File: config.mk
export PLATFORM = sky130hd
export DESIGN_NAME = reg_scoreboard
export DESIGN_NICKNAME = d
export VERILOG_FILES = /design/src/rtl/sb_pkg.sv /design/src/rtl/sb_reg_decode.sv /design/src/rtl/sb_warp_row.sv /design/src/rtl/sb_hazard_check.sv /design/src/rtl/reg_scoreboard.sv
export SDC_FILE = /design/constraint.sdc
export NUM_CORES = 1
export LEC_CHECK = 0
export ABC_AREA = 1
export BUFFER_PORTS_ARGS = -buffer_cell sky130_fd_sc_hd__buf_2
export CAP_MARGIN = 20
export CORE_ASPECT_RATIO = 0.8
export CORE_MARGIN = 2
export CORE_UTILIZATION = 55
export CTS_BUF_LIST = sky130_fd_sc_hd__clkbuf_4 sky130_fd_sc_hd__clkbuf_8
export DETAILED_ROUTE_END_ITERATION = 6
export PLACE_DENSITY_LB_ADDON = 0.05
export SYNTH_ARGS = -nofsm -noshare
export SYNTH_HDL_FRONTEND = slang
export SYNTH_SLANG_ARGS = --single-unit
File: constraint.sdc
create_clock -name clk -period 3.37 [get_ports clk]
set_input_delay 0.337 -clock clk [delete_from_list [all_inputs] [get_ports clk]]
set_output_delay 0.337 -clock clk [all_outputs]
set_load 0.01 [all_outputs]
File: src/rtl/sb_pkg.sv
package sb_pkg;

   localparam int SB_DEF_WARPS = 4;
   localparam int SB_DEF_REGS  = 16;
   localparam int SB_DEF_SRCS  = 3;

   typedef enum logic [1:0] {
      HZ_NONE = 2'd0,
      HZ_RAW  = 2'd1,
      HZ_WAW  = 2'd2,
      HZ_BOTH = 2'd3
   } hazard_e;

endpackage

File: src/rtl/sb_reg_decode.sv
module sb_reg_decode #(
   parameter int NUM_REGS = 16,
   localparam int REG_W = $clog2(NUM_REGS)
) (
   input  logic                en,
   input  logic [REG_W-1:0]    id,
   output logic [NUM_REGS-1:0] mask
);

   for (genvar r = 0; r < NUM_REGS; r++) begin : g_bit
      assign mask[r] = en && (id == REG_W'(r));
   end

endmodule

File: src/rtl/sb_warp_row.sv
module sb_warp_row #(
   parameter int NUM_REGS = 16
) (
   input  logic                clk,
   input  logic                rst_n,
   input  logic [NUM_REGS-1:0] clr_mask,
   input  logic [NUM_REGS-1:0] set_mask,
   output logic [NUM_REGS-1:0] held,
   output logic [NUM_REGS-1:0] eff
);

   // release applies first, so the cleared view is what the checks see
   assign eff = held & ~clr_mask;

   always_ff @(posedge clk or negedge rst_n) begin
      if (!rst_n) held <= '0;
      else        held <= eff | set_mask;
   end

endmodule

File: src/rtl/sb_hazard_check.sv
module sb_hazard_check
   import sb_pkg::*;
#(
   parameter int NUM_REGS = 16,
   parameter int NUM_SRCS = 3,
   localparam int REG_W = $clog2(NUM_REGS)
) (
   input  logic [NUM_REGS-1:0]       pend,
   input  logic [NUM_SRCS-1:0]       src_valid,
   input  logic [NUM_SRCS*REG_W-1:0] src_id,
   input  logic                      dst_valid,
   input  logic [REG_W-1:0]          dst_id,
   output hazard_e                   kind
);

   logic [NUM_SRCS-1:0] src_hit;
   logic                raw, waw;

   for (genvar s = 0; s < NUM_SRCS; s++) begin : g_src
      assign src_hit[s] = src_valid[s] && pend[src_id[s*REG_W +: REG_W]];
   end

   assign raw = |src_hit;
   assign waw = dst_valid && pend[dst_id];

   always_comb begin
      unique case ({waw, raw})
         2'b00:   kind = HZ_NONE;
         2'b01:   kind = HZ_RAW;
         2'b10:   kind = HZ_WAW;
         default: kind = HZ_BOTH;
      endcase
   end

endmodule

File: src/rtl/reg_scoreboard.sv
module reg_scoreboard
   import sb_pkg::*;
#(
   parameter int NUM_WARPS = SB_DEF_WARPS,
   parameter int NUM_REGS  = SB_DEF_REGS,
   parameter int NUM_SRCS  = SB_DEF_SRCS,
   localparam int REG_W  = $clog2(NUM_REGS),
   localparam int WARP_W = $clog2(NUM_WARPS)
) (
   input  logic                                clk,
   input  logic                                rst_n,
   input  logic [NUM_WARPS*NUM_SRCS-1:0]       cand_src_valid,
   input  logic [NUM_WARPS*NUM_SRCS*REG_W-1:0] cand_src_id,
   input  logic [NUM_WARPS-1:0]                cand_dst_valid,
   input  logic [NUM_WARPS*REG_W-1:0]          cand_dst_id,
   input  logic                                issue_valid,
   input  logic [WARP_W-1:0]                   issue_warp,
   input  logic                                issue_dst_valid,
   input  logic [REG_W-1:0]                    issue_dst_id,
   input  logic                                wb_valid,
   input  logic [WARP_W-1:0]                   wb_warp,
   input  logic [REG_W-1:0]                    wb_reg,
   output logic [NUM_WARPS-1:0]                ready,
   output logic                                double_reserve_err
);

   if (NUM_WARPS < 2) begin : g_bad_warps
      $error("reg_scoreboard: NUM_WARPS must be at least 2");
   end
   if (NUM_REGS < 2) begin : g_bad_regs
      $error("reg_scoreboard: NUM_REGS must be at least 2");
   end
   if (NUM_SRCS < 1) begin : g_bad_srcs
      $error("reg_scoreboard: NUM_SRCS must be at least 1");
   end

   logic [NUM_REGS-1:0]           wb_mask, iss_mask;
   logic [NUM_REGS-1:0]           held_w [NUM_WARPS];
   logic [NUM_REGS-1:0]           eff_w  [NUM_WARPS];
   logic [NUM_WARPS-1:0]          clash_w;
   logic [NUM_WARPS*NUM_REGS-1:0] resv_flat;

   sb_reg_decode #(.NUM_REGS(NUM_REGS)) u_wb_dec (
      .en   (wb_valid),
      .id   (wb_reg),
      .mask (wb_mask)
   );

   sb_reg_decode #(.NUM_REGS(NUM_REGS)) u_iss_dec (
      .en   (issue_valid && issue_dst_valid),
      .id   (issue_dst_id),
      .mask (iss_mask)
   );

   for (genvar w = 0; w < NUM_WARPS; w++) begin : g_warp
      logic                wb_sel, iss_sel;
      logic [NUM_REGS-1:0] clr_m, set_m;
      hazard_e             kind;

      assign wb_sel  = (wb_warp == WARP_W'(w));
      assign iss_sel = (issue_warp == WARP_W'(w));
      assign clr_m   = wb_sel  ? wb_mask  : '0;
      assign set_m   = iss_sel ? iss_mask : '0;

      sb_warp_row #(.NUM_REGS(NUM_REGS)) u_row (
         .clk      (clk),
         .rst_n    (rst_n),
         .clr_mask (clr_m),
         .set_mask (set_m),
         .held     (held_w[w]),
         .eff      (eff_w[w])
      );

      sb_hazard_check #(.NUM_REGS(NUM_REGS), .NUM_SRCS(NUM_SRCS)) u_chk (
         .pend      (eff_w[w]),
         .src_valid (cand_src_valid[w*NUM_SRCS +: NUM_SRCS]),
         .src_id    (cand_src_id[w*NUM_SRCS*REG_W +: NUM_SRCS*REG_W]),
         .dst_valid (cand_dst_valid[w]),
         .dst_id    (cand_dst_id[w*REG_W +: REG_W]),
         .kind      (kind)
      );

      assign ready[w]   = (kind == HZ_NONE);
      assign clash_w[w] = |(set_m & eff_w[w]);
      assign resv_flat[w*NUM_REGS +: NUM_REGS] = held_w[w];
   end

   assign double_reserve_err = |clash_w;

endmodule

==> results.md <==
- Status: complete, no violations
- Clock Tree Buf Depth: 2
- Global-route wire length before repair: 38,400 microns
- Gr busiest metal: met1
- CTS clock-pin slew for the worst setup and hold paths: 0.08 ns
- Initial antenna violation count: 0
- Post_cts resized: 0
- Ports: 102
- #FFs+latches synth: 64
- Net Sw Power: 934 uW
- DRT Pass-1 Iters: 6
- Post-route cell area: 7240 sq um
- Crit path capture type: primary output
- Final Max Slew Viols: 0
- Crit path max fanout: 6
- WP data required: 3.03 ns
- Vias in the first global route: 7,392
- Hold Buf Count CTS: 0
- Met2 usage: 0.560
- Root Buffer Master: clkbuf_8
- CTS buffer count: 9
- Dpl cell area: 7030 sq um
- Clock Power Share: 0.294
- Peak supply drop: 0.334 mV
- Seq pwr share: 0.414
- Final min period: 2.73 ns
- Synthesis-to-layout area growth: 13.2%
- PD cells: 346 nW/um^2
- Worst slack at placement: 0.722 ns
- Vias per cell: 6.48
- Die Area: 12,500 sq um
- Crit path kind: in2out
- Worst slew pin tran: 0.692 ns
- 1st-iter DRT viols: 1,397
- Register area share after synthesis: 0.250
- Top cell type's share of synthesized area: 0.422
- Max Freq: 366 MHz
- Syn_nets: 1,167
- Tightest Hold Check Type: in2async
- Synth Cell Area: 6400 sq um
- Pleak: 0.00347 uW
- Largest register by flop count: g_warp.u_row.held
- Crit path arrival time: 2.40 ns
- Final Cycle Share: 0.811
- Commonest non-fill, non-tap cells in the layout: nand3_1 (539), nand2_1 (174), buf_2 (101)
- Max reg flops: 64
- CP Launch Type: input pin
- Drt drc: 0
- Grt ovf: 0
- Inserted Diodes: 0
- M1 GR Usage: 0.580
- Die extent in y: 100 microns
- Largest regs: g_warp.u_row.held: 64 flops
- Synth top area cells: nand3_1 (42%), dfrtp_1 (25%), nand2_1 (10%)
- Width of the die: 125 microns
- Most common cell after layout, fill and taps aside: nand3_1
- Port Buf Inserts: 101
- Final setup vio count: 0
- Layout cell share with drive strength beyond 1: 0.125
- Clk sinks: 64
- Worst slew margin: 0.538
- Post-route ant nets: 0
- Largest net degree at the start of global routing: 37
- Routed wire per std cell: 18.4 microns
- H-tree lvl count: 3
- Max-cap violations: 0
- Post-CTS setup repair buffer count: 0
- PnR worst setup slack: 0.638 ns
- Sw frac: 0.372
- Unique masters post-synth: 27
- Gate count after technology mapping: 1,070
- Final nets: 1,256
- Clk_skew: 0 ns
- WL final: 24,200 microns
- RePlAce Congestion: 1.03
- P_int: 1580 uW
- Clock Latency Late Sink: 0.35 ns
- Cell taking the most area after synthesis: nand3_1
- CTS tree: done
- Final hold vios: 0
- Setup TNS: 0 ns
- DP HPWL: 18,200 microns
- Tot GR Track Use: 0.385
- YS warnings: 0
- Via Count: 8,500
- Area of the core: 11,400 sq um
- Gate power share: 0.292
- Unrepaired setup endpoints after global routing: no
- Met3 usage: 0.0924
- Mapped Avg Cell Area: 5.98 sq um
- Row count: 35
- Starting density of the core: 0.560
==> power groups by stage <==
stage / Clock (uW) / Combinational (uW) / Sequential (uW)
after detailed placement: 0 / 711 / 1040
after global routing: 777 / 818 / 1050
after global placement: 0 / 713 / 1040
after CTS: 733 / 714 / 1030
after floorplan: 0 / 491 / 981
final: 738 / 733 / 1040
==> per-stage QoR <==
step	hold WS (ns)	power [uW]	util	cells
4_1_cts	0.0308	2470	0.634	1312
3_3_place_gp	0.411	1750	0.615	1296
3_5_place_dp	0.411	1750	0.615	1296
6_report	0.0245	2510	0.634	1312
5_1_grt	0.0670	2640	0.634	1312
2_1_floorplan	0.0414	1470	-	1070
==> cell usage after synthesis (all sizes together) <==
library cell and number:
nand2 175, a21oi 1, clkbuf 22, nor2 88
o22ai 3, a21boi 18, nand3b 15, a22oi 1
nand4 6, buf 9, nor3 10, or2 6
o21ai 10, dfrtp 64, nand3 541, inv 80
o211ai 4, a21o 14, a22o 3
==> final timing paths <==
path | startpoint | end | cells after the start | slack [ns]
worst min register to register | g_warp[1].u_row.held[7] | g_warp[1].u_row.held[7] | 2 | 0.60
worst min-delay path | rst_n | g_warp[1].u_row.held[7] | 1 | 0.02
worst max-delay path | wb_reg[1] | double_reserve_err | 13 | 0.64
max in group asynchronous | rst_n | g_warp[0].u_row.held[11] | 2 | 2.69
min in group clk | issue_warp[1] | g_warp[1].u_row.held[14] | 5 | 0.52
worst max register to register | g_warp[2].u_row.held[13] | g_warp[2].u_row.held[13] | 2 | 2.29
==> cell families after synthesis <==
logic type	Yosys count	synth area share
AND/OR/NAND/NOR	841	0.623
AO/OA/AOI/OAI	54	0.0591
buffers and inverters	111	0.0679
flip-flops	64	0.250
==> worst max-delay path, stage by stage <==
cell and delay, ns:
buf_2 0.14, nor2_4 0.24, nand2_1 0.16, nor2_2 0.38, nand2_1 0.24, nand2_1 0.14, nor3_1 0.05, nand3b_1 0.17
nor2_1 0.09, nand2_1 0.07, nor2_1 0.12, nand2_1 0.09, buf_2 0.15
==> cell type report <==
cell class / instances / area (sq um)
inverters: 80 / 300
repair buffers: 109 / 578
clock buffers: 10 / 131
fillers: 1123 / 4190
multi-input cells: 895 / 4360
clock inverters: 6 / 83.8
flip-flops and latches: 64 / 1600
well taps: 148 / 185
==> metal layers <==
layer | part of all wire | up-vias | wire length, microns
li1 | - | 3950 | -
met4 | 0.016 | 0 | 376
met1 | 0.43 | 3841 | 10500
met5 | 0 | - | 0
met3 | 0.13 | 53 | 3240
met2 | 0.42 | 656 | 10100
Note: power is estimated with default switching activity, not from simulation.
